==> config.mk <==
export PLATFORM = sky130hd
export DESIGN_NAME = paged_reg_seq
export DESIGN_NICKNAME = d
export VERILOG_FILES = /design/src/rtl/paged_seq_pkg.sv /design/src/rtl/paged_frame_enc.sv /design/src/rtl/paged_page_cache.sv /design/src/rtl/paged_gap_timer.sv /design/src/rtl/paged_reg_seq.sv
export SDC_FILE = /design/constraint.sdc
export NUM_CORES = 1
export LEC_CHECK = 0
export CAP_MARGIN = 25
export CORE_MARGIN = 3
export CORE_UTILIZATION = 35
export CTS_CLUSTER_SIZE = 25
export DETAILED_ROUTE_END_ITERATION = 8
export PLACE_DENSITY_LB_ADDON = 0.25
export SLEW_MARGIN = 20
export SYNTH_ARGS = -nofsm -noshare
export SYNTH_HDL_FRONTEND = slang
export SYNTH_SLANG_ARGS = --single-unit
==> constraint.sdc <==
create_clock -name clk -period 1.6 [get_ports clk]
set_input_delay 0.48 -clock clk [delete_from_list [all_inputs] [get_ports clk]]
set_output_delay 0.48 -clock clk [all_outputs]
set_load 0.05 [all_outputs]
==> src/rtl/paged_seq_pkg.sv <==
// Shared constants and state encodings for the paged register sequencer.
// Assumes a 16-bit frame with a 10-bit data field and a 5-bit address field.
package paged_seq_pkg;
    localparam int FRAME_W  = 16;
    localparam int DATA_W   = 10;
    localparam int ADDR_W   = 5;
    localparam int DATA_LSB = 6;
    localparam int ADDR_LSB = 1;
    localparam logic [ADDR_W-1:0] SEL_ADDR = 5'd1;

    typedef enum logic [1:0] {ST_IDLE, ST_SEND, ST_WAIT, ST_GAP} seq_state_t;
    typedef enum logic [1:0] {PH_SEL, PH_WR, PH_RD1, PH_RD2} seq_phase_t;
endpackage

==> src/rtl/paged_frame_enc.sv <==
// Builds one outgoing frame from an operation kind, address and data.
// Assumes the caller zeroes the data for reads; purely combinational.
module paged_frame_enc
    import paged_seq_pkg::*;
(
    input  logic              is_read,
    input  logic [ADDR_W-1:0] addr,
    input  logic [DATA_W-1:0] data,
    output logic [FRAME_W-1:0] frame
);
    // Place data, address and the direction bit in their fields.
    always_comb begin
        frame = '0;
        frame[DATA_LSB +: DATA_W] = data;
        frame[ADDR_LSB +: ADDR_W] = addr;
        frame[0] = is_read;
    end
endmodule

==> src/rtl/paged_page_cache.sv <==
// Remembers which page the peripheral is on and whether that is known.
// Assumes a single-bit page; unknown after reset so the first access selects.
module paged_page_cache (
    input  logic clk,
    input  logic rst_n,
    input  logic want_page,
    input  logic bypass,
    input  logic upd,
    input  logic upd_page,
    output logic need_sel
);
    logic known;
    logic cur_page;

    // Record the page once a page-change frame has completed.
    always_ff @(posedge clk) begin
        if (!rst_n) begin
            known    <= 1'b0;
            cur_page <= 1'b0;
        end else if (upd) begin
            known    <= 1'b1;
            cur_page <= upd_page;
        end
    end

    // A change is needed when the page is unknown or different, unless bypassed.
    always_comb need_sel = !bypass && (!known || (cur_page != want_page));

    a_r4_cache_takes_page: assert property (@(posedge clk) disable iff (!rst_n)
        upd |=> (known && (cur_page == $past(upd_page))));
endmodule

==> src/rtl/paged_gap_timer.sv <==
// Counts the idle cycles inserted between the two frames of a read.
// Assumes load is only raised when GAP_CYCLES is non-zero.
module paged_gap_timer #(
    parameter int GAP_CYCLES = 4
) (
    input  logic clk,
    input  logic rst_n,
    input  logic load,
    input  logic tick,
    output logic expired
);
    localparam int CW = (GAP_CYCLES < 2) ? 1 : $clog2(GAP_CYCLES + 1);
    localparam logic [CW-1:0] LOADV = CW'((GAP_CYCLES > 0) ? GAP_CYCLES - 1 : 0);

    logic [CW-1:0] cnt;

    // Load the window length, then count down once per gap cycle.
    always_ff @(posedge clk) begin
        if (!rst_n)
            cnt <= '0;
        else if (load)
            cnt <= LOADV;
        else if (tick && cnt != '0)
            cnt <= cnt - 1'b1;
    end

    always_comb expired = (cnt == '0);
endmodule

==> src/rtl/paged_reg_seq.sv <==
// Top of the paged register sequencer: validates host requests, inserts
// page-change frames, sequences reads as two frames with a gap, and returns
// the result. Assumes the frame interface completes each started frame once.
module paged_reg_seq
    import paged_seq_pkg::*;
#(
    parameter int REQ_PAGE_W  = 2,
    parameter int REQ_ADDR_W  = 6,
    parameter int REQ_DATA_W  = 11,
    parameter int WAIT_CYCLES = 4
) (
    input  logic                  clk,
    input  logic                  rst_n,
    input  logic                  req,
    input  logic                  req_write,
    input  logic [REQ_PAGE_W-1:0] req_page,
    input  logic [REQ_ADDR_W-1:0] req_addr,
    input  logic [REQ_DATA_W-1:0] req_wdata,
    output logic                  ack,
    output logic                  err,
    output logic                  busy,
    output logic                  done,
    output logic [DATA_W-1:0]     rd_data,
    output logic                  xfer_start,
    output logic [FRAME_W-1:0]    xfer_tx,
    input  logic                  xfer_done,
    input  logic [FRAME_W-1:0]    xfer_rx
);
    localparam int MAX_PAGE = 1;
    localparam int MAX_ADDR = (1 << ADDR_W) - 1;
    localparam int MAX_DATA = (1 << DATA_W) - 1;

    seq_state_t        state;
    seq_phase_t        phase;
    logic              lat_write;
    logic              lat_page;
    logic [ADDR_W-1:0] lat_addr;
    logic [DATA_W-1:0] lat_data;

    logic              req_ok;
    logic              need_sel;
    logic              bypass;
    logic              cache_upd;
    logic              gap_load;
    logic              gap_over;
    logic              enc_read;
    logic [ADDR_W-1:0] enc_addr;
    logic [DATA_W-1:0] enc_data;

    // Range check of an incoming request against the peripheral's fields.
    always_comb begin
        req_ok = (32'(req_page) <= 32'(MAX_PAGE)) &&
                 (32'(req_addr) <= 32'(MAX_ADDR)) &&
                 (!req_write || (32'(req_wdata) <= 32'(MAX_DATA)));
        bypass = req_write && (req_addr[ADDR_W-1:0] == SEL_ADDR);
    end

    paged_page_cache u_cache (
        .clk       (clk),
        .rst_n     (rst_n),
        .want_page (req_page[0]),
        .bypass    (bypass),
        .upd       (cache_upd),
        .upd_page  (lat_page),
        .need_sel  (need_sel)
    );

    // Events that feed the page memory and the read-gap timer.
    always_comb begin
        cache_upd = (state == ST_WAIT) && xfer_done && (phase == PH_SEL);
        gap_load  = (state == ST_WAIT) && xfer_done && (phase == PH_RD1) && (WAIT_CYCLES > 0);
    end

    paged_gap_timer #(.GAP_CYCLES(WAIT_CYCLES)) u_gap (
        .clk     (clk),
        .rst_n   (rst_n),
        .load    (gap_load),
        .tick    (state == ST_GAP),
        .expired (gap_over)
    );

    // Choose the fields of the frame belonging to the current phase.
    always_comb begin
        enc_read = 1'b0;
        enc_addr = lat_addr;
        enc_data = lat_data;
        case (phase)
            PH_SEL: begin
                enc_addr = SEL_ADDR;
                enc_data = lat_page ? DATA_W'(2) : DATA_W'(1);
            end
            PH_RD1, PH_RD2: begin
                enc_read = 1'b1;
                enc_data = '0;
            end
            default: ;
        endcase
    end

    paged_frame_enc u_enc (
        .is_read (enc_read),
        .addr    (enc_addr),
        .data    (enc_data),
        .frame   (xfer_tx)
    );

    // Main sequencer: accept, send frames, wait, gap, finish.
    always_ff @(posedge clk) begin
        if (!rst_n) begin
            state     <= ST_IDLE;
            phase     <= PH_WR;
            lat_write <= 1'b0;
            lat_page  <= 1'b0;
            lat_addr  <= '0;
            lat_data  <= '0;
            ack       <= 1'b0;
            err       <= 1'b0;
            done      <= 1'b0;
            rd_data   <= '0;
        end else begin
            ack  <= 1'b0;
            err  <= 1'b0;
            done <= 1'b0;
            case (state)
                ST_IDLE: if (req) begin
                    ack <= 1'b1;
                    if (!req_ok) begin
                        err <= 1'b1;
                    end else begin
                        lat_write <= req_write;
                        lat_page  <= req_page[0];
                        lat_addr  <= req_addr[ADDR_W-1:0];
                        lat_data  <= req_wdata[DATA_W-1:0];
                        state     <= ST_SEND;
                        phase     <= need_sel ? PH_SEL : (req_write ? PH_WR : PH_RD1);
                    end
                end
                ST_SEND: state <= ST_WAIT;
                ST_WAIT: if (xfer_done) begin
                    case (phase)
                        PH_SEL: begin
                            phase <= lat_write ? PH_WR : PH_RD1;
                            state <= ST_SEND;
                        end
                        PH_WR: begin
                            state <= ST_IDLE;
                            done  <= 1'b1;
                        end
                        PH_RD1: begin
                            phase <= PH_RD2;
                            state <= (WAIT_CYCLES == 0) ? ST_SEND : ST_GAP;
                        end
                        default: begin
                            state   <= ST_IDLE;
                            done    <= 1'b1;
                            rd_data <= DATA_W'(xfer_rx >> DATA_LSB);
                        end
                    endcase
                end
                ST_GAP: if (gap_over) state <= ST_SEND;
                default: state <= ST_IDLE;
            endcase
        end
    end

    // Handshake outputs derived from the sequencer state.
    always_comb begin
        busy       = (state != ST_IDLE);
        xfer_start = (state == ST_SEND);
    end

    a_r10_start_single: assert property (@(posedge clk) disable iff (!rst_n)
        xfer_start |=> !xfer_start);
    a_r3_done_follows_xfer: assert property (@(posedge clk) disable iff (!rst_n)
        done |-> $past(xfer_done));
    a_r9_done_when_idle: assert property (@(posedge clk) disable iff (!rst_n)
        done |-> !busy);
    a_r9_done_single: assert property (@(posedge clk) disable iff (!rst_n)
        done |=> !done);
    a_r7_err_with_ack: assert property (@(posedge clk) disable iff (!rst_n)
        err |-> (ack && !busy));
endmodule

Word level (Yosys, flattened, before mapping). Index checks and enable logic that the tools add are counted.

Register bits: 39. Output and inout bits: 31.

$add $sub $neg: 1. $lt $le $gt $ge: 3. Equal/unequal tests: 13. Multiplexer cells: 23. Bitwise operators: 2. Reduce and logical (&&, ||, !) cells: 31.

Operators with widths (count): 2-to-1 mux 2 bit (13); one-hot mux 10 bit (2 select lines) (1); one-hot mux 2 bit (2 select lines) (3); AND reduction 3 bit (4); less-or-equal comparator 11 x 10 -> 1 bit (second input constant) (1); == test 2 bit (second input constant) (4); logical AND 1 bit (8); != test 2 bit (second input constant) (4); one-hot mux 2 bit (4 select lines) (1); less-or-equal comparator 6 x 5 -> 1 bit (second input constant) (1); nonzero test 2 bit (3); OR reduction 2 bit (3); == test 5 x 1 -> 1 bit (second input constant) (1); 2-to-1 mux 5 bit (1); AND reduction 5 bit (1); == test 2 x 1 -> 1 bit (second input constant) (2); logical NOT 2 bit (2); 2-to-1 mux 1 bit (4); AND reduction 4 bit (1); logical NOT 1 bit (3); logical NOT 3 bit (1); != test 3 x 1 -> 1 bit (second input constant) (1); nonzero test 3 bit (1); OR reduction 3 bit (1); other kinds (6) (8).

Depth between registers and ports, before layout.
Depth in word-level cells: 8. Mapped depth: 7. Mapped depth without buffers: 7.

Hierarchy. A second synthesis with hierarchy kept.

Cell total of the unflattened synthesis: 234. Area, all modules: 2014.4 sq um.

By module, submodules not included: paged_reg_seq (instances 1, cells an instance 194, area an instance 1635.3 sq um, sequential area each 680.7 sq um); paged_gap_timer (instances 1, cells an instance 17, area an instance 181.4 sq um, sequential area each 60.1 sq um); paged_frame_enc (instances 1, cells an instance 16, area an instance 120.1 sq um, sequential area each 0.0 sq um); paged_page_cache (instances 1, cells an instance 7, area an instance 77.6 sq um, sequential area each 40.0 sq um).

Least setup slack after synthesis. No wires, ideal clock.

Path kind: reg2out. Start: register phase[0]. End: output xfer_tx[6]. Arrival time: 1.253 ns. Data required time: 1.120 ns. Slack: -0.133 ns. Stages on the path, launching flop included: 5. Path buffers: 1. Cells stage by stage: dfxtp_1 buf_2 nor2_1 a21oi_1 nor2_1.

Word-level cells in the longest chain between the ends: 3.

RTL lines: from (decl) (RTL line paged_reg_seq.sv:34) `seq_phase_t phase;`; from (signal assigned) (RTL line paged_reg_seq.sv:135) `phase <= need_sel ? PH_SEL : (req_write ? PH_WR : PH_RD1);`; from (signal assigned) (RTL line paged_reg_seq.sv:142) `phase <= lat_write ? PH_WR : PH_RD1;`; == test 2 bit (RTL line paged_reg_seq.sv:87) `case (phase)`; OR reduction 2 bit (RTL line paged_reg_seq.sv:87); one-hot mux 10 bit (2 select lines) * (RTL line paged_reg_seq.sv:87); to (decl) (RTL line paged_reg_seq.sv:25) `output logic [FRAME_W-1:0] xfer_tx,`.

Mark *: on every way between the ends. The rest lies on a longest branch, timed or not.

Final worst setup path.
Start: register phase[0]. End: output xfer_tx[1].

Word-level cells in the longest chain between the ends: 2.

RTL lines (RTL line): logical NOT 2 bit (paged_reg_seq.sv:87); 2-to-1 mux 5 bit (paged_reg_seq.sv:87).

Every way passes these cells.

==> summary.txt <==
Power
  – Leakage: 1.25 nW
  – Max VDD drop: 0.599 mV
  – Power density cells: 811 nW/um2

Setup path
  – WP data required: 1.12 ns
  – Worst path cell trace: nor2_1 -> buf_4 -> or2_4 -> buf_8
  – Crit-path max cell delay: 0.35 ns
  – Critical setup path kind: flip-flop to primary output
  – Cell family with most CP delay: flip-flops
  – Worst Path Arrival: 1.23 ns
  – Critical-path top delay cell: dfxtp_2
  – CP Capture Type: primary output
  – Buf+Inv Stages, Crit Path: 2
  – Worst-path maximum fanout: 6
  – Crit path launch type: flip-flop

Clock tree
  – CTS HTree Levels: 2
  – Clock tree buffer depth: 2
  – Clock buffer count from CTS: 5
  – CTS tree: yes
  – Clock transition at path regs: 0.08 ns
  – Clock Latency Late Sink: 0.30 ns
  – Clock sink total: 39
  – Hold Buf Count CTS: 0
  – CTS root buffer: clkbuf_8

Floorplanning
  – Die W: 78.0 um
  – Die area: 6090 um2
  – Row count: 25
  – Top-Level Pins: 71
  – Core area: 4880 um2
  – Die Ht: 78.0 um
  – Initial core utilization: 37.2%

Logic synthesis
  – Synth Warn #: 0
  – Top FF cell, synth: dfxtp_1
  – Syn Inst Count: 216
  – Async set-reset flop share out of synthesis: 0%
  – Synth Register Bits: 39
  – Post-synth cell types: 34
  – Cell Area, Synth: 1820 um2
  – Syn_nets: 262
  – Mean area per synthesized cell: 8.41 um2
  – Sequential area share after synthesis: 43.0%
  – Post-synth EDFFs: 0

Layout
  – Commonest non-fill, non-tap cells in the layout: nand2_1, dfxtp_1, buf_12
  – Share of post-route cells with drive strength above 1: 33.8%
  – Fin area: 3270 um2
  – Area growth syn-to-layout: 80.3%
  – Most common cell after layout, fill and taps aside: nand2_1
  – Seq. cell area: 791 um2
  – # diodes: 0
  – Final nets: 347
  – Layout filler cell count: 387
  – Multi-input logic area: 1070 um2
  – Final core occ: 67.1%

Global routing
  – Vias in the first global route: 1696
  – First-pass GRT wire length: 7.56 mm
  – Gr ovfl total: 0
  – GRT Util Overall: 15.4%
  – Largest net degree at the start of global routing: 18
  – Antenna violations before repair: 0

Outcome
  – Failing checks: setup timing
  – Status: finished with violations

Timing
  – Worst Skew: 0.00973 ns
  – Fin Hold WS: 0.453 ns
  – Period minus WS final: 1.71 ns
  – Max Fclk: 0.585 GHz
  – RSZ-0062 raised after global routing: true
  – Slew @ Worst Pin: 0.375 ns
  – Period utilization: 107%
  – Hold Vio Cnt, Final: 0
  – Final Max Slew Viols: 0
  – Slew margin rel.: 74.9%
  – Final setup violation count: 16
  – Setup ws final: -0.111 ns

Drt
  – Initial drt markers: 83
  – DRC viols: 0
  – DRT Pass-1 Iters: 4
  – Post-route ant nets: 0
  – Vias per Instance: 4.73
  – DR WL/cell: 12.8 um
  – Total wire length: 4.73 mm
  – Vias post-DR: 1744

Placed design
  – RePlAce Congestion: 0.741
  – Post-Place Setup Slack: -0.501 ns
  – Area after DPL: 2940 um2
  – DP HPWL: 3.27 mm
  – PortBufs: 64

Min path
  – Min-delay worst type: flip-flop to flip-flop

Job
  – Max-cap violation count: 0
[sequential cells by signal, indices dropped and copies added (netlist names)]
name	flops
u_cache.known	1
state	2
u_gap.cnt	3
u_cache.cur_page	1
done	1
lat_addr	5
phase	2
ack	1
lat_page	1
lat_data	10
err	1
rd_data	10
lat_write	1
[cell families (layout without fill, tap and decap cells)]
group	Yosys count	in the layout	synth area share, %
buf+inv	21	107	5.51
compound gates	46	46	19.0
fa+ha+maj	6	6	4.13
simple gates	98	98	25.2
xor+xnor	2	2	0.965
flops	39	39	43.0
mux	4	4	2.21
[metrics by stage]
step / instances / TNS, ns / power, W
3_3_place_gp: 353 / -8.79 / 0.00167
3_5_place_dp: 353 / -10.39 / 0.00168
4_1_cts: 367 / -1.51 / 0.00262
6_report: 369 / -1.05 / 0.00265
5_1_grt: 369 / -2.11 / 0.00276
2_1_floorplan: 216 / -0.784 / 0.00136
[metal layers]
layer  GRT usage (%)  part of all wire [%]  vias up  routed length, um
met3            5.96                   8.2       10                389
li1                -                     -      882                  -
met5               0                     0        -                  0
met1            17.2                    40      792               1890
met4            5.59                   1.7        0                 81
met2            26.6                    50       60               2370
[final cells by class]
class                           instances  share of cell area, %
Clock buffer                            6                   2.52
Clock inverter                          2                   1.07
Inverter                                8                   1.19
Multi-Input combinational cell        156                   32.6
Sequential cell                        39                   24.2
Tap cell                               67                   2.56
Timing Repair Buffer                   91                   35.9
[power breakdown]
part	switching, W	internal, W	total, W
registers	0.0000241	0.00100	0.00103
clock network	0.000348	0.000505	0.000852
logic	0.000374	0.000401	0.000775
total	0.000746	0.00191	0.00265
[worst register-to-register path, delay by kind of cell (launching register included)]
kind,cells,cell delay (ns)
AO/OA/AOI/OAI,2,0.44
buffers and inverters,3,0.42
flip-flops,1,0.34
multiplexers,1,0.26
[synthesized netlist by cell type, drive strengths merged, types with 2 or more instances]
cell	n	area share (%)
nor2b	9	3.1
dfxtp	39	43
and2	8	2.8
and4	2	0.97
and3	4	1.4
mux2i	4	2.2
ha	6	4.1
buf	8	2.8
a21boi	29	12
inv	8	1.7
a21oi	2	0.55
o211ai	2	0.83
o21ai	5	1.4
nand2	60	12
clkbuf	5	1.0
o21a	2	0.83
nand3	2	0.55
nor2	5	1.0
a211oi	2	1.4
nor4b	2	0.97
nor3	2	0.55
[worst paths after layout]
kind	from	to	cells past startpoint	slack (ns)
max reg2reg	phase[0]	phase[1]	6	0.05
min reg2reg	lat_addr[3]	lat_addr[3]	2	0.45
max	phase[0]	xfer_tx[1]	4	-0.11
min	lat_addr[3]	lat_addr[3]	2	0.45
[repair_timing]
action,4_1_cts,5_1_grt
resized for setup,30,24
pin swaps,13,6
cloned,0,1
endpoints found under the setup margin,37,46
hold endpoints to repair,0,0
setup buffers,7,1
(Power assumes the default switching activity.)
